==> src/rtl/timer_pkg.sv <==
package timer_pkg;

  typedef enum logic [2:0] {
    REG_LOAD   = 3'd0,
    REG_VALUE  = 3'd1,
    REG_CTRL   = 3'd2,
    REG_ICLR   = 3'd3,
    REG_RIS    = 3'd4,
    REG_MIS    = 3'd5,
    REG_BGLOAD = 3'd6,
    REG_NONE   = 3'd7
  } reg_sel_e;

  localparam int CTRL_W      = 8;
  localparam int CB_ONESHOT  = 0;
  localparam int CB_WIDE     = 1;
  localparam int CB_PRE_LO   = 2;
  localparam int CB_PRE_HI   = 3;
  localparam int CB_IE       = 5;
  localparam int CB_PERIODIC = 6;
  localparam int CB_EN       = 7;

  localparam logic [CTRL_W-1:0] CTRL_RST = 8'h20;

  localparam int NARROW_W = 16;

endpackage

==> src/rtl/timer_prescaler.sv <==
module timer_prescaler #(
  parameter int DIV_LO_LOG = 4,
  parameter int DIV_HI_LOG = 8
) (
  input  logic       clk_i,
  input  logic       rst_ni,
  input  logic       en_i,
  input  logic       clr_i,
  input  logic       tick_i,
  input  logic [1:0] sel_i,
  output logic       step_o
);

  logic [DIV_HI_LOG-1:0] phase_q;
  logic                  wrap;

  always_ff @(posedge clk_i or negedge rst_ni) begin
    if (!rst_ni)              phase_q <= '0;
    else if (clr_i)           phase_q <= '0;
    else if (en_i && tick_i)  phase_q <= phase_q + DIV_HI_LOG'(1);
  end

  always_comb begin
    unique case (sel_i)
      2'b01:   wrap = &phase_q[DIV_LO_LOG-1:0];
      2'b10:   wrap = &phase_q;
      default: wrap = 1'b1;
    endcase
  end

  assign step_o = en_i && tick_i && wrap;

endmodule

==> src/rtl/timer_counter.sv <==
module timer_counter
  import timer_pkg::*;
#(
  parameter int DATA_W = 32
) (
  input  logic              clk_i,
  input  logic              rst_ni,
  input  logic              step_i,
  input  logic              load_i,
  input  logic [DATA_W-1:0] load_val_i,
  input  logic [DATA_W-1:0] limit_i,
  input  logic              oneshot_i,
  input  logic              periodic_i,
  input  logic              wide_i,
  output logic [DATA_W-1:0] cnt_o,
  output logic              expire_o
);

  localparam int HI_W = DATA_W - NARROW_W;

  logic [DATA_W-1:0] cnt_q, cur, reload_val, dec_val;
  logic              is_zero, is_one;

  assign cur     = wide_i ? cnt_q : {{HI_W{1'b0}}, cnt_q[NARROW_W-1:0]};
  assign is_zero = (cur == '0);
  assign is_one  = (cur == DATA_W'(1));

  // One-shot parks at zero; others expire on a step at 1, or at 0 after a zero load
  assign expire_o = step_i && (is_one || (is_zero && !oneshot_i));

  always_comb begin
    if (oneshot_i)       reload_val = '0;
    else if (periodic_i) reload_val = limit_i;
    else if (wide_i)     reload_val = '1;
    else                 reload_val = {{HI_W{1'b0}}, {NARROW_W{1'b1}}};
  end

  assign dec_val = wide_i ? cnt_q - DATA_W'(1)
                          : {cnt_q[DATA_W-1:NARROW_W], cnt_q[NARROW_W-1:0] - NARROW_W'(1)};

  always_ff @(posedge clk_i or negedge rst_ni) begin
    if (!rst_ni)                  cnt_q <= '0;
    else if (load_i)              cnt_q <= load_val_i;
    else if (expire_o)            cnt_q <= reload_val;
    else if (step_i && !is_zero)  cnt_q <= dec_val;
  end

  assign cnt_o = cnt_q;

endmodule

==> src/rtl/timer_regs.sv <==
module timer_regs
  import timer_pkg::*;
#(
  parameter int DATA_W = 32,
  parameter int ADDR_W = 5
) (
  input  logic              clk_i,
  input  logic              rst_ni,
  input  logic [ADDR_W-1:0] addr_i,
  input  logic              we_i,
  input  logic [DATA_W-1:0] wdata_i,
  input  logic [DATA_W-1:0] cnt_i,
  input  logic              expire_i,
  output logic [CTRL_W-1:0] ctrl_o,
  output logic [DATA_W-1:0] limit_o,
  output logic              raw_o,
  output logic              load_we_o,
  output logic              ctrl_we_o,
  output logic [DATA_W-1:0] rdata_o
);

  localparam int HI_W = DATA_W - NARROW_W;

  logic              hi_zero, hit;
  reg_sel_e          sel;
  logic [CTRL_W-1:0] ctrl_q;
  logic [DATA_W-1:0] limit_q, value_rd;
  logic              raw_q, clr_we, bg_we;

  generate
    if (ADDR_W > 5) begin : g_hi
      assign hi_zero = ~|addr_i[ADDR_W-1:5];
    end else begin : g_nohi
      assign hi_zero = 1'b1;
    end
  endgenerate

  assign hit = hi_zero && (addr_i[1:0] == 2'b00);
  assign sel = hit ? reg_sel_e'(addr_i[4:2]) : REG_NONE;

  assign load_we_o = we_i && (sel == REG_LOAD);
  assign ctrl_we_o = we_i && (sel == REG_CTRL);
  assign clr_we    = we_i && (sel == REG_ICLR);
  assign bg_we     = we_i && (sel == REG_BGLOAD);

  always_ff @(posedge clk_i or negedge rst_ni) begin
    if (!rst_ni) begin
      ctrl_q  <= CTRL_RST;
      limit_q <= '0;
      raw_q   <= 1'b0;
    end else begin
      if (ctrl_we_o)            ctrl_q  <= wdata_i[CTRL_W-1:0];
      if (load_we_o || bg_we)   limit_q <= wdata_i;
      if (expire_i)             raw_q   <= 1'b1;
      else if (clr_we)          raw_q   <= 1'b0;
    end
  end

  assign value_rd = ctrl_q[CB_WIDE] ? cnt_i : {{HI_W{1'b0}}, cnt_i[NARROW_W-1:0]};

  always_comb begin
    rdata_o = '0;
    unique case (sel)
      REG_LOAD,
      REG_BGLOAD: rdata_o = limit_q;
      REG_VALUE:  rdata_o = value_rd;
      REG_CTRL:   rdata_o = DATA_W'(ctrl_q);
      REG_RIS:    rdata_o = DATA_W'(raw_q);
      REG_MIS:    rdata_o = DATA_W'(raw_q && ctrl_q[CB_IE]);
      default:    rdata_o = '0;
    endcase
  end

  assign ctrl_o  = ctrl_q;
  assign limit_o = limit_q;
  assign raw_o   = raw_q;

endmodule

==> src/rtl/prog_down_timer.sv <==
module prog_down_timer
  import timer_pkg::*;
#(
  parameter int DATA_W     = 32,
  parameter int ADDR_W     = 5,
  parameter int DIV_LO_LOG = 4,
  parameter int DIV_HI_LOG = 8
) (
  input  logic              clk_i,
  input  logic              rst_ni,
  input  logic              tick_i,
  input  logic [ADDR_W-1:0] addr_i,
  input  logic              we_i,
  input  logic [DATA_W-1:0] wdata_i,
  output logic [DATA_W-1:0] rdata_o,
  output logic              irq_o
);

  logic [CTRL_W-1:0] ctrl_q;
  logic [DATA_W-1:0] limit_q, cnt_q;
  logic              raw_q, load_we, ctrl_we, step, expire;

  timer_regs #(
    .DATA_W (DATA_W),
    .ADDR_W (ADDR_W)
  ) u_regs (
    .clk_i     (clk_i),
    .rst_ni    (rst_ni),
    .addr_i    (addr_i),
    .we_i      (we_i),
    .wdata_i   (wdata_i),
    .cnt_i     (cnt_q),
    .expire_i  (expire),
    .ctrl_o    (ctrl_q),
    .limit_o   (limit_q),
    .raw_o     (raw_q),
    .load_we_o (load_we),
    .ctrl_we_o (ctrl_we),
    .rdata_o   (rdata_o)
  );

  timer_prescaler #(
    .DIV_LO_LOG (DIV_LO_LOG),
    .DIV_HI_LOG (DIV_HI_LOG)
  ) u_pre (
    .clk_i  (clk_i),
    .rst_ni (rst_ni),
    .en_i   (ctrl_q[CB_EN]),
    .clr_i  (load_we || ctrl_we),
    .tick_i (tick_i),
    .sel_i  (ctrl_q[CB_PRE_HI:CB_PRE_LO]),
    .step_o (step)
  );

  timer_counter #(
    .DATA_W (DATA_W)
  ) u_cnt (
    .clk_i      (clk_i),
    .rst_ni     (rst_ni),
    .step_i     (step),
    .load_i     (load_we),
    .load_val_i (wdata_i),
    .limit_i    (limit_q),
    .oneshot_i  (ctrl_q[CB_ONESHOT]),
    .periodic_i (ctrl_q[CB_PERIODIC]),
    .wide_i     (ctrl_q[CB_WIDE]),
    .cnt_o      (cnt_q),
    .expire_o   (expire)
  );

  assign irq_o = raw_q && ctrl_q[CB_IE];

endmodule

==> config.mk <==
export PLATFORM = sky130hd
export DESIGN_NAME = prog_down_timer
export DESIGN_NICKNAME = d
export VERILOG_FILES = /design/src/rtl/timer_pkg.sv /design/src/rtl/timer_prescaler.sv /design/src/rtl/timer_counter.sv /design/src/rtl/timer_regs.sv /design/src/rtl/prog_down_timer.sv
export SDC_FILE = /design/constraint.sdc
export NUM_CORES = 1
export LEC_CHECK = 0
export BUFFER_PORTS_ARGS = -buffer_cell sky130_fd_sc_hd__buf_2
export CORE_MARGIN = 2
export CORE_UTILIZATION = 52
export DETAILED_ROUTE_END_ITERATION = 16
export GPL_ROUTABILITY_DRIVEN = 0
export PLACE_DENSITY = 0.77
export SLEW_MARGIN = 10
export SYNTH_ARGS = -nofsm -noshare
export SYNTH_HDL_FRONTEND = slang
export SYNTH_SLANG_ARGS = --single-unit
==> constraint.sdc <==
create_clock -name clk_i -period 2.5 [get_ports clk_i]
set_input_delay 0.125 -clock clk_i [delete_from_list [all_inputs] [get_ports clk_i]]
set_output_delay 0.125 -clock clk_i [all_outputs]
set_load 0.005 [all_outputs]
==> results of run 1 <==
==> layout make-up <==
type                       instances  area (µm²)  area share (%)
sequential                        81        2030            32.7
inverter                          13        48.8           0.785
multi-input combinational        410        2920            46.9
clock buffer                      11         141            2.28
tap                              129         161            2.60
clock inverter                     5        55.1           0.886
timing repair buffer             134         863            13.9
==> final timing paths <==
check,slack [ps],depth (start not counted),end
worst min register to register,520,1,u_regs.ctrl_o[4]
min in group asynchronous,320,2,u_pre.phase_q[0]
worst max-delay path,10,7,u_cnt.cnt_o[29]
worst min-delay path,6,3,u_cnt.cnt_o[3]
worst max register to register,10,7,u_cnt.cnt_o[29]
max in group asynchronous,1480,3,u_cnt.cnt_o[22]
==> power by group <==
| part | total [mW] | internal, mW | leakage, nW | switching [mW] |
|---|---|---|---|---|
| combinational | 1.82 | 0.907 | 1.70 | 0.914 |
| sequential | 2.28 | 1.74 | 0.991 | 0.542 |
| clock | 0.975 | 0.486 | 0.0953 | 0.489 |
==> sequential cells by signal, indices dropped and copies added, names as in the netlist <==
name            cells
u_regs.raw_o        1
u_regs.limit_o     32
u_regs.ctrl_o       8
u_cnt.cnt_o        32
u_pre.phase_q       8
==> repair_timing <==
action,CTS,global route
hold buffers,4,0
hold endpoints to repair,49,0
resized for setup,4,18
endpoints found under the setup margin,4,28
setup buffers,0,6
cloned,0,0
pin swaps,2,15
==> critical path: stages, from the launching register on <==
cell                      delay (ps)
sky130_fd_sc_hd__dfrtp_1         420
sky130_fd_sc_hd__nor4_4          330
sky130_fd_sc_hd__nand2_2          90
sky130_fd_sc_hd__o41a_1          450
sky130_fd_sc_hd__or4b_4          510
sky130_fd_sc_hd__or3_1           350
sky130_fd_sc_hd__a31oi_1         170
sky130_fd_sc_hd__a21o_1          110
==> metrics by stage <==
stage | total power [mW] | std cells | instance area [µm²] | TNS [ps] | utilization, %
after detailed placement | 3.98 | 757 | 5810 | -15.3 | 62.3
final | 5.08 | 783 | 6210 | 0 | 66.6
after global routing | 5.40 | 783 | 6210 | -1400 | 66.6
after floorplan | 3.33 | 546 | 5070 | -263 | -
after global placement | 3.89 | 757 | 5810 | 0 | 62.3
after CTS | 4.99 | 777 | 6070 | -22.7 | 65.1
==> synth_stat cells (5+ instances only) <==
cell | count | area, µm²
sky130_fd_sc_hd__a21oi_1 | 33 | 165
sky130_fd_sc_hd__a22o_1 | 24 | 210
sky130_fd_sc_hd__and3_1 | 5 | 31.3
sky130_fd_sc_hd__or3_1 | 5 | 31.3
sky130_fd_sc_hd__nor3_1 | 44 | 220
sky130_fd_sc_hd__mux2_2 | 40 | 450
sky130_fd_sc_hd__nor2_1 | 54 | 203
sky130_fd_sc_hd__a222oi_1 | 7 | 70.1
sky130_fd_sc_hd__clkbuf_1 | 31 | 116
sky130_fd_sc_hd__xnor2_1 | 18 | 158
sky130_fd_sc_hd__xor2_1 | 11 | 96.3
sky130_fd_sc_hd__inv_1 | 13 | 48.8
sky130_fd_sc_hd__mux2i_1 | 5 | 50.1
sky130_fd_sc_hd__nor4_1 | 11 | 68.8
sky130_fd_sc_hd__dfrtp_1 | 80 | 2000
sky130_fd_sc_hd__nand2_1 | 31 | 116
sky130_fd_sc_hd__nand3_1 | 9 | 45.0
sky130_fd_sc_hd__ha_1 | 5 | 62.6
sky130_fd_sc_hd__o21ai_0 | 30 | 150
sky130_fd_sc_hd__a211oi_1 | 17 | 128
sky130_fd_sc_hd__buf_2 | 5 | 25.0
==> logic make-up after synthesis <==
| kind of cell | count (synthesis) |
|---|---|
| mux | 45 |
| buf+inv | 55 |
| simple gates | 187 |
| flops | 81 |
| compound gates | 144 |
| xor+xnor | 29 |
| fa+ha+maj | 5 |
==> per-layer routing <==
layer / vias to the layer above / GRT usage (%) / wire length [µm]
met3: 25 / 3.93 / 1130
met4: 0 / 9.85 / 235
met1: 2324 / 39.2 / 6270
met5: - / 0 / 0
li1: 2239 / - / -
met2: 239 / 45.1 / 6820
==> impl.org, run 1 <==
** STA
- The count of final max-slew check failures was 0.
- In the finished design, the share of the clock period the worst path needs comes to 99.4%.
- For the final database, setup skew stands at 10.2 ps.
- Hold Vio Cnt, Final :: 0
- Number of failing setup endpoints in the final timing report :: 0
- Final worst-path setup slack :: approximately 15 ps
- Normalized max-slew margin :: 54.9%
- Measured slew at the worst slew-check pin :: 677 ps
- For the finished layout, the period the worst path requires is 2490 ps.
- Worst hold-check slack :: 5.91 ps
- Setup repair after global routing could not meet its margin everywhere.
- Static timing analysis puts the maximum clock frequency at slightly above 400 MHz.

** Power and ir drop
- Power spread over the standard cell area amounts to ~800 mW/mm².
- For this design the static power due to leakage is 2.79 nW.
- Across the VDD grid, the largest voltage drop is 0.384 mV.

** Yosys
- After Yosys synthesis, XOR and XNOR cells account for between 5 and 6% of the synthesized area.
- Counting every instance in the synthesized netlist gives 546.
- Of the total synthesized cell area, the portion taken by AND, OR, NAND and NOR gates is 19.3%.
- Nets in the synthesized netlist :: between 500 and 600
- The synthesized netlist occupies a cell area of roughly 0.005 mm².
- Mean post-synth cell area :: 9.26 µm²
- Multiplexer area fraction after synthesis :: 9.90%
- Combinational family with the most area after synthesis :: compound AO/OA/AOI/OAI gates
- Counting flops and latches in the post-synthesis netlist gives 81.
- Compound-Gate Fraction of Synth Area :: 19.8%
- Adder and majority gate portion of the synthesized area :: 1.24%
- Number of different library cells in the post-synthesis netlist :: 59
- During synthesis, Yosys emitted a total of 0 warnings.
- Sequential fraction of the synthesis area :: 40.1%
- Counting flops with a built-in enable in the synthesized netlist gives 0.
- In the synthesized netlist the dominant register cell turns out to be sky130_fd_sc_hd__dfrtp_1.
- Counting flops with an async set or reset pin after synthesis yields a share of 100%.

** Route
- In the final routed layout, each cell accounts on average for 18.5 µm.
- DRC viols :: 0
- In this run the remaining antenna-violating nets after routing total 0.
- In this run, the number of DRC markers left after iteration 0 of detailed routing was 389.
- Via count :: 4827
- Vias/cell :: 6.16
- WL final :: 14400 µm
- DRT Pass-1 Iters :: 7

** Cells and area
- 0 antenna diodes ended up in the layout.
- The top cell types in the final layout, fill and taps aside, are sky130_fd_sc_hd__dfrtp_1 (79), sky130_fd_sc_hd__buf_2 (72), sky130_fd_sc_hd__nor2_1 (54).
- The post-route netlist has roughly a third of its cells at a drive strength greater than 1.
- Leaving out fill and tap cells, the most frequent cell in the layout is sky130_fd_sc_hd__dfrtp_1.
- The area growth from synthesis to layout is 22.9%.
- Fill count :: 758
- Fin nets :: 695

** Floorplan
- Overall die area :: 0.0105 mm²
- The initial utilization of the core area, before any placement, comes to 54.2%.
- The initialized floorplan defines 35 standard-cell rows.
- Measured along the x axis, the die boundary spans 103 µm.
- Ports placed on the boundary :: 74
- In this run the vertical extent of the chip is 103 µm.
- CORE AREA :: 0.00933 mm²

** Critical path
- STA classifies the critical path endpoint as a flop.
- Critical path launch point type :: flop
- Start of the worst register-to-register path :: u_cnt.cnt_o[20]
- By startpoint and endpoint, the worst setup path is classified as flop to flop.
- Arrival time of data at the critical path endpoint :: 2780 ps
- Largest fanout on the critical path :: 4
- STA puts the critical path data required time at 2800 ps.
- The critical path starts at u_cnt.cnt_o[20].

** Clock tree
- Counting the buffers created by CTS gives 9.
- In this run the number of H-tree levels came out at 3.
- After clock tree synthesis, the clock-pin slew on the worst setup and hold paths is 90 ps.
- TritonCTS Sinks :: 81
- CTS tree :: built
- The clock reaches the later pin of the worst-skew pair after 360 ps.
- Counting along the longest clock path gives a buffer depth of 2.
- Clock Tree Root :: sky130_fd_sc_hd__clkbuf_8

** Min path
- Hold/Removal Path Class :: input pin to flop
- The worst hold path begins at wdata_i[3].

** Run status
- The flow ran to the end, and the final reports show no timing, DRC or antenna violations.

** Global routing
- Entering global routing, the biggest net connects 50 pins.
- The number of global-route vias before repair is 4778.
- The number of antenna violations at the first check in global routing is 0.
- Global-route wire length before repair :: about 23000 µm
- Overall global routing resource usage :: around 28%
- Residual overflow from global routing :: 0

** Flow run
- Max capacitance violation total :: 0

** Place
- Port buffering added 73 buffers.
- Worst-case setup slack after placement :: -15.3 ps
- The wire-length estimate of the detail-placed layout is 9760 µm.
Note: power is estimated with default switching activity, not from simulation.
==> run 2: changes to the inputs <==
--- a/config.mk
+++ b/config.mk
@@ -11,6 +11,7 @@
 export DETAILED_ROUTE_END_ITERATION = 16
 export GPL_ROUTABILITY_DRIVEN = 0
 export PLACE_DENSITY = 0.77
+export SETUP_SLACK_MARGIN = 0.15
 export SLEW_MARGIN = 10
 export SYNTH_ARGS = -nofsm -noshare
 export SYNTH_HDL_FRONTEND = slang
==> run 2 against run 1 <==
- the flow now finishes with violations (negative setup slack)
- fmax down 2.2%
- sequential power about the same
- count of clock-buffer cells in the layout down 1
- non-clock buffer count up 20
- die area unchanged
- hold slack about the same
- combinational power up 15%
- register-to-register slack worse by 60 ps
- clock skew up 4.6 ps
- utilization up 4.8 points
- critical endpoint is now u_cnt.cnt_o[27]
- cell area up 7.2%
- flip-flop and latch count unchanged
- highest routed layer unchanged
==> impl.org, run 2 (synthesis gave the netlist of run 1 again) <==
** Route
- In this run the top signal layer used is met4.
- Via count :: 5073 (+5.1%)
- DRC viols :: 0 (unchanged)
- Sum of routed wire segments on met1 :: 6400 µm (+2.1%)
- Wire length per cell :: 19.2 µm (+4.3%)
- The detailed route wirelength on metal3 is 1220 µm (+8.3%).
- Wire length on met2 :: 7450 µm (+9.3%)
- Starting DRC count in detailed routing :: 451 (+16%)
- The number of detailed-route iterations in the first pass is 6 (-1).
- Vias/cell :: 6.32 (+2.5%)
- Residual antenna-violating net count after detailed routing :: 0 (unchanged)
- The final wirelength came to 15400 µm (+6.9%).

** STA
- Setup repair after global routing could not meet its margin everywhere.
- Final worst-path cycle share :: 102% (+2.3 points)
- The count of final max-slew check failures was 0 (unchanged).
- The number of hold violations in the final report came to 0 (unchanged).
- Number of failing setup endpoints in the final timing report :: 3 (+3)
- Final worst-path setup slack :: -42.4 ps (-57.1 ps)
- Fin Setup TNS :: -72.4 ps (-72.4 ps)
- Max frequency :: 393 MHz (-2.2%)
- The worst clock skew on the final layout is 14.7 ps (+4.55 ps).
- Shortest period the worst path allows :: 2540 ps (+57.1 ps)
- The slew of the pin with the lowest slew margin was 589 ps (-88.1 ps).
- The smallest hold slack came to 5.85 ps (-0.0578 ps).
- Normalized max-slew margin :: 60.7% (+5.8 points)

** Global routing
- The number of global-route vias before repair is 4953 (+3.7%).
- Maximum number of pins on one net before global-route repair :: 42 (-16%)
- Residual overflow from global routing :: 0 (unchanged)
- Overall global routing resource usage :: 28.9% (+0.83 points)
- Global-route wire length before repair :: 23800 µm (+2.6%)
- The number of antenna violations at the first check in global routing is 0 (unchanged).

** Power and ir drop
- The total power density per cell area came to 807 mW/mm² (-1.3%).
- Proportion of power drawn by the clock network :: 18.3% (-0.9 points)
- The largest voltage drop on the vdd net was 0.416 mV (+8.4%).
- Internal power contribution :: 3.25 mW (+3.6%)
- Fraction of power spent switching nets :: 39.6% (+1.3 points)
- The combinational power share was 38.9% (+3.0 points).
- Overall power consumption :: 5.38 mW (+5.8%)
- Reported net switching power :: 2.13 mW (+9.5%)
- Proportion of power drawn by flip-flops and latches :: 42.8% (-2.1 points)
- Static leakage :: 2.95 nW (+5.7%)

** Clock tree
- The post-CTS clock slew at the launch and capture registers of the worst setup and hold paths is 80 ps (about the same).
- Later-pin clock latency in the skew report :: 370 ps (about the same)
- The number of buffers added by the clock tree synthesis step is 9 (unchanged).
- Number of levels in the clock H-tree :: 3 (unchanged)
- The cell sitting at the root of the clock tree is a sky130_fd_sc_hd__clkbuf_8.
- Number of buffers on the longest clock path :: 2 (unchanged)
- The total clock sinks was 81 (unchanged).
- CTS tree :: built

** Critical path
- CP cell instances :: nor4_4 -> nand2_2 -> o41a_1 -> or4b_4 -> buf_8 -> a21oi_1 -> a211oi_1 -> nor3_1
- The highest net fanout along the worst path came to 17 (+13).
- The depth of the worst register-to-register path is 8 (+1).
- Critical Path Sink :: u_cnt.cnt_o[27]
- Launching instance or port of the critical path :: u_cnt.cnt_o[25]
- Crit path capture type :: flop
- By startpoint and endpoint, the worst setup path is classified as flop to flop.
- The maximum cell stage delay along the critical path is 520 ps (about the same).
- Worst-case register-to-register setup slack :: -40 ps (-60 ps)
- Slowest cell on the critical path :: sky130_fd_sc_hd__or4b_4
- The required arrival time at the worst endpoint was 2770 ps (-30 ps).
- In this run the critical register-to-register path is launched from u_cnt.cnt_o[25].
- The endpoint identified for the worst register-to-register timing path is u_cnt.cnt_o[27].
- The arrival time at the worst endpoint came to 2810 ps (+30 ps).
- Critical path launch point type :: flop

** Floorplan
- The I/O pin total came to 74 (unchanged).
- CORE AREA :: 0.00933 mm² (unchanged)
- The number of placement rows came to 35 (unchanged).
- Die width :: 103 µm (unchanged)
- The floorplan die height came to 103 µm (unchanged).
- Overall die area :: 0.0105 mm² (unchanged)
- Starting utilization of the core area :: 54.2% (unchanged)

** Cells and area
- Area delta synth->final :: 31.8%
- The top cell types in the final layout, fill and taps aside, are sky130_fd_sc_hd__dfrtp_1 (78), sky130_fd_sc_hd__buf_2 (72), sky130_fd_sc_hd__buf_4 (57).
- Number of inserted diodes :: 0 (unchanged)
- Post-route insts no fill :: 803 (+2.6%)
- The post-layout net count is 715 (+2.9%).
- Leaving out fill and tap cells, the most frequent cell in the layout is sky130_fd_sc_hd__dfrtp_1.
- The share of layout cells above drive strength 1 is 37.1% (+4.8 points).
- The layout filler cell count was 671 (-11%).

** Run status
- The run finished, with violations left.
- Failing checks :: negative setup slack

** Place
- Worst-case setup slack after placement :: -6.44 ps (+8.85 ps)
- Number of buffers inserted by port buffering :: 73 (unchanged)
- The half-perimeter wire length after placement came to 9740 µm (-0.23%).
- Placed cells :: 763 (+0.79%)

** Min path
- Worst Min Path Start :: wdata_i[24]
- The path class of the tightest hold or removal check is input pin to flop.

** Flow run
- The number of maximum-capacitance constraint violations is 0 (unchanged).
run 2: cell type report:
type	count	area, µm²	share of cell area, %
clock buffers	10	128	1.92
inverters	13	48.8	0.732
clock inverters	6	65.1	0.977
flip-flops and latches	81	2030	30.5
multi-input cells	410	3130	47.0
well taps	129	161	2.42
repair buffers	154	1100	16.5
run 2: repair_timing:
action / 4_1_cts / 5_1_grt
gates cloned: 0 / 2
pin swaps: 4 / 22
setup buffers: 3 / 6
setup endpoints to repair: 29 / 32
hold buffers: 8 / 5
resized for setup: 12 / 58
hold endpoints to repair: 46 / 6
run 2: layer usage:
| metal | track usage [%] | vias to the layer above |
|---|---|---|
| met5 | 0 | - |
| met4 | 11.4 | 0 |
| met3 | 5.63 | 43 |
| met2 | 45.8 | 274 |
| met1 | 39.4 | 2474 |
| li1 | - | 2282 |
run 2: power by group through the flow:
| stage | logic (mW) | clock network [mW] | registers [mW] |
|---|---|---|---|
| 2_1_floorplan | 1.21 | 0 | 2.13 |
| 4_1_cts | 1.86 | 0.994 | 2.25 |
| 3_5_place_dp | 1.80 | 0 | 2.26 |
| 3_3_place_gp | 1.73 | 0 | 2.24 |
| 6_report | 2.09 | 0.983 | 2.30 |
| 5_1_grt | 2.28 | 1.05 | 2.36 |
run 2: critical path: cells and delay by family (launching register included):
kind | cells | cell delay [ps]
buffers and inverters | 1 | 180
flip-flops | 1 | 420
AO/OA/AOI/OAI | 3 | 610
AND/OR/NAND/NOR | 4 | 1240
run 2: worst min-delay path by stage:
stage	slack, ps	depth (start not counted)	endpoint
CTS	0.6	2	u_regs.limit_o[20]
global placement	150	1	u_pre.phase_q[0]
floorplan	-170	0	u_cnt.cnt_o[0]
global route	-7	2	u_regs.limit_o[18]
detailed placement	150	1	u_pre.phase_q[0]
finish	6	2	u_regs.limit_o[24]
run 2: metrics by stage:
step	instance area [µm²]	utilization, %
2_1_floorplan	5100	-
3_3_place_gp	5910	63.3
3_5_place_dp	5910	63.3
4_1_cts	6280	67.3
5_1_grt	6660	71.4
6_report	6660	71.4
==> run 3: changes to the inputs <==
--- a/config.mk
+++ b/config.mk
@@ -5,12 +5,13 @@
 export SDC_FILE = /design/constraint.sdc
 export NUM_CORES = 1
 export LEC_CHECK = 0
+export ABC_AREA = 1
 export BUFFER_PORTS_ARGS = -buffer_cell sky130_fd_sc_hd__buf_2
 export CORE_MARGIN = 2
-export CORE_UTILIZATION = 52
+export CORE_UTILIZATION = 59
 export DETAILED_ROUTE_END_ITERATION = 16
 export GPL_ROUTABILITY_DRIVEN = 0
-export PLACE_DENSITY = 0.77
+export PLACE_DENSITY = 0.81
 export SETUP_SLACK_MARGIN = 0.15
 export SLEW_MARGIN = 10
 export SYNTH_ARGS = -nofsm -noshare
==> constraint.sdc (replaced) <==
create_clock -name clk_i -period 2.4 [get_ports clk_i]
set_input_delay 0.12 -clock clk_i [delete_from_list [all_inputs] [get_ports clk_i]]
set_output_delay 0.12 -clock clk_i [all_outputs]
set_load 0.005 [all_outputs]
==> run 3 against run 2 <==
- the flow finishes with violations (negative hold slack)
- highest routed layer unchanged
- setup slack gained 290 ps
- critical path depth up 5
- register-to-register slack improved by 290 ps
- via count rose by 28%
- largest power group is now combinational cells
==> impl.org, run 3 <==
** Run status
- The flow ran to the end, but the final reports show violations.
- The checks that failed: negative hold slack.

** Min path
- The worst hold path cell count came to 3 (+1).
- The worst hold path belongs to the class input pin to flop.
- End point of the most critical hold path :: u_cnt.cnt_o[15]
- Worst Min Path Start :: wdata_i[15]

** Power and ir drop
- The total power density per cell area was 959 mW/mm² (+19%).
- Proportion of power drawn by the clock network :: 19.1% (+0.8 points)
- Fraction of power spent switching nets :: 45.7% (+6.1 points)
- Internal power contribution :: 3.52 mW (+8.4%)
- IR drop worst, VDD :: 0.555 mV (+33%)
- Static leakage :: 3.51 nW (+19%)
- Proportion of power drawn by flip-flops and latches :: 36.2% (-6.6 points)
- Reported net switching power :: 2.96 mW (+39%)
- Comb power frac :: 44.7% (+5.8 points)

** Yosys
- Number of enable-type register cells in the synthesized netlist :: 0 (unchanged)
- Cell count after synthesis :: 909 (+66%)
- Post-synthesis sequential element count :: 81 (unchanged)
- By area the synthesized netlist is led by sky130_fd_sc_hd__dfrtp_1 (34%), sky130_fd_sc_hd__nand2_1 (15%), sky130_fd_sc_hd__nor2_1 (8.0%), sky130_fd_sc_hd__nand3_1 (7.3%), sky130_fd_sc_hd__inv_1 (6.0%).
- The area of the mapped netlist was 0.00590 mm² (+17%).
- For this run, the leading register cell type out of synthesis is sky130_fd_sc_hd__dfrtp_1.
- Warnings from Yosys :: 0 (unchanged)
- The post-synthesis async set-or-reset flop share was 100% (unchanged).
- Most used standard cell by instance count after synthesis :: sky130_fd_sc_hd__nand2_1
- Area share of the leading cell type in the synthesized netlist :: 33.9% (-5.7 points)
- Mean post-synth cell area :: 6.49 µm² (-30%)
- Largest area contributor in the synthesized netlist :: sky130_fd_sc_hd__dfrtp_1
- Counting instances in the post-synthesis netlist gives the leading cell types as sky130_fd_sc_hd__nand2_1 (242), sky130_fd_sc_hd__nor2_1 (126), sky130_fd_sc_hd__inv_1 (95).
- Nets in the synthesized netlist :: 955 (+61%)
- Sequential fraction of the synthesis area :: 34.4% (-5.8 points)
- Number of different library cells in the post-synthesis netlist :: 37 (-37%)

** Floorplan
- Die height :: 104 µm (+1.4%)
- Floorplan row count :: 36 (+2.9%)
- The die area was 0.0108 mm² (+2.8%).
- The I/O pin total was 74 (unchanged).
- The initial core utilization is 60.7% (+6.5 points).
- CORE AREA :: 0.00973 mm² (+4.3%)
- The die boundary width came to 104 µm (+1.4%).

** Critical path
- Critical path launch point type :: flop
- Start of the worst register-to-register path :: u_regs.ctrl_o[1]
- Critical path data required time :: 2700 ps (-70 ps)
- Cell depth of the worst flop-to-flop path :: 13 (+5)
- Largest fanout on the critical path :: 38 (+21)
- Crit path kind :: flop to flop
- The critical path goes through buf_12 -> nand2_1 -> nand2_1 -> inv_1 -> nand2_1 -> nor2_1 -> nand2_1 -> nor2_4 -> nand2_4 -> buf_4 -> a21oi_2 -> nand3_1 -> nand3_1.
- In this design, the largest share of critical-path delay is due to simple AND/OR/NAND/NOR gates.
- Crit path capture type :: flop
- The slowest stage of the critical path belongs to the cell sky130_fd_sc_hd__dfrtp_1.
- Reg-to-Reg End :: u_cnt.cnt_o[0]
- Total buffers and inverters traversed by the critical path :: 3 (+2)
- Worst-case register-to-register setup slack :: 240 ps (+290 ps)
- The maximum cell stage delay along the critical path is 410 ps (-110 ps).
- Arrival time of data at the critical path endpoint :: 2450 ps (-360 ps)
- The most numerous cell type found on the critical path is sky130_fd_sc_hd__nand2_1.
- Launching instance or port of the critical path :: u_regs.ctrl_o[1]

** STA
- Worst hold-check slack :: -3.53 ps (-9.38 ps)
- RSZ-0062 raised after global routing :: no
- Shortest period the worst path allows :: 2160 ps (-386 ps)
- The worst clock skew on the final layout came to 13.6 ps (-1.14 ps).
- Max frequency :: 464 MHz (+18%)
- The count of final max-slew check failures came to 0 (unchanged).
- The post-route fraction of the period consumed by the critical path is 89.9% (-12 points).
- The number of hold violations in the final report was 1 (+1).
- The worst-case setup margin in the final layout came to 243 ps (+286 ps).
- The accumulated negative setup slack is 0 ps (+72.4 ps).
- Number of failing setup endpoints in the final timing report :: 0 (-3)
- Normalized max-slew margin :: 59.3% (-1.4 points)
- The slew of the pin with the lowest slew margin is 606 ps (+17.1 ps).

** Route
- The average wire per standard cell came to 16.4 µm (-15%).
- Vias/cell :: 5.78 (-8.5%)
- The violation count after the first detailed-routing iteration is 934 (+110%).
- The number of detailed-route iterations in the first pass is 7 (+1).
- Residual antenna-violating net count after detailed routing :: 0 (unchanged)
- DRC viols :: 0 (unchanged)
- The via total after detailed routing is 6481 (+28%).
- The final wirelength was 18300 µm (+19%).

** Clock tree
- Later-pin clock latency in the skew report :: 370 ps (about the same)
- The total number of H-tree levels was 3 (unchanged).
- The total clock sinks came to 81 (unchanged).
- Clock Tree Root :: sky130_fd_sc_hd__clkbuf_8
- Total CTS buffers :: 9 (unchanged)
- CTS tree :: built
- Number of buffers on the longest clock path :: 2 (unchanged)
- The post-CTS clock slew at the launch and capture registers of the worst setup and hold paths came to 90 ps (about the same).

** Cells and area
- Final cell utilization of the core :: 69.5% (-2.0 points)
- Compared with the post-synthesis result, the final layout area differs by 14.5%.
- The share of layout cells above drive strength 1 was 16.0% (-21 points).
- Leaving out fill and tap cells, the most frequent cell in the layout is sky130_fd_sc_hd__nand2_1.
- The antenna cell count is 0 (unchanged).
- In the layout the commonest cells are sky130_fd_sc_hd__nand2_1 (240), sky130_fd_sc_hd__nor2_1 (124), sky130_fd_sc_hd__inv_1 (95).
- Post-route insts no fill :: 1121 (+40%)
- Fin nets :: 1029 (+44%)

** Global routing
- Maximum number of pins on one net before global-route repair :: 82 (+95%)
- The global-route usage over all layers was 34.0% (+5.1 points).
- Residual overflow from global routing :: 0 (unchanged)
- Vias in the first global route :: 6006 (+21%)
- The number of antenna violations at the first check in global routing is 0 (unchanged).
- Global-route wire length before repair :: 29700 µm (+24%)

** Place
- Number of buffers inserted by port buffering :: 73 (unchanged)
- The half-perimeter wire length after placement is 13100 µm (+35%).
- The cell count after placement is 1101 (+44%).
- Worst-case setup slack after placement :: 232 ps (+238 ps)

** Flow run
- The number of maximum-capacitance constraint violations is 0 (unchanged).
-- run 3: worst max path at each step --
stage | to | slack, ps | cells past startpoint
after floorplan | u_cnt.cnt_o[8] | 560 | 14
after CTS | u_cnt.cnt_o[11] | 160 | 12
final | u_cnt.cnt_o[0] | 240 | 13
after global routing | u_cnt.cnt_o[8] | 140 | 13
after global placement | u_cnt.cnt_o[0] | 310 | 12
after detailed placement | u_cnt.cnt_o[10] | 230 | 12
-- run 3: what timing repair did --
item	in CTS	in global routing
endpoints found under the hold margin	82	0
setup endpoints to repair	0	31
setup buffers	0	0
hold buffers	3	0
resized for setup	0	12
-- run 3: area by class of cell --
type / instances / area (µm²)
timing repair buffer: 100 / 619
clock inverter: 5 / 104
fill: 904 / 2970
multi-input combinational: 682 / 3290
sequential: 81 / 2030
inverter: 109 / 419
tap: 133 / 166
clock buffer: 11 / 131
-- run 3: worst register-to-register path, cell delays in order (launching register included) --
cell and delay (ps):
sky130_fd_sc_hd__dfrtp_1 410, sky130_fd_sc_hd__buf_12 180, sky130_fd_sc_hd__nand2_1 120, sky130_fd_sc_hd__nand2_1 80, sky130_fd_sc_hd__inv_1 60, sky130_fd_sc_hd__nand2_1 60
sky130_fd_sc_hd__nor2_1 100, sky130_fd_sc_hd__nand2_1 130, sky130_fd_sc_hd__nor2_4 170, sky130_fd_sc_hd__nand2_4 140, sky130_fd_sc_hd__buf_4 190, sky130_fd_sc_hd__a21oi_2 240
sky130_fd_sc_hd__nand3_1 110, sky130_fd_sc_hd__nand3_1 100
-- run 3: power groups by stage --
stage	Sequential (mW)	Combinational (mW)	Clock, mW
4_1_cts	2.31	2.79	1.24
3_5_place_dp	2.34	2.75	0
3_3_place_gp	2.33	2.71	0
6_report	2.34	2.90	1.24
5_1_grt	2.39	3.26	1.29
2_1_floorplan	2.17	2.05	0
-- run 3: routing by layer --
metal / global-route usage [%] / routed length (µm)
met4: 11.8 / 503
met2: 49.9 / 7910
met3: 6.95 / 2170
met1: 50.1 / 7760
met5: 0 / 0
-- run 3: through the flow --
stage                     power, mW  cell area (µm²)  hold WS [ps]
after global placement         5.04             6440           186
after CTS                      6.34             6710         0.139
after detailed placement       5.09             6440           186
after floorplan                4.22             5900          -176
after global routing           6.95             6760          19.4
final                          6.48             6760         -3.53
-- run 3: cells by family after synthesis --
| logic type | count (synthesis) | share of synthesized area (%) |
|---|---|---|
| buffers and inverters | 147 | 10.6 |
| AOI/OAI and AO/OA | 161 | 15.2 |
| adders and majority gates | 5 | 1.06 |
| muxes | 5 | 0.954 |
| and+or+nand+nor | 497 | 35.9 |
| DFF | 81 | 34.4 |
| xor gates and xnor gates | 13 | 1.93 |
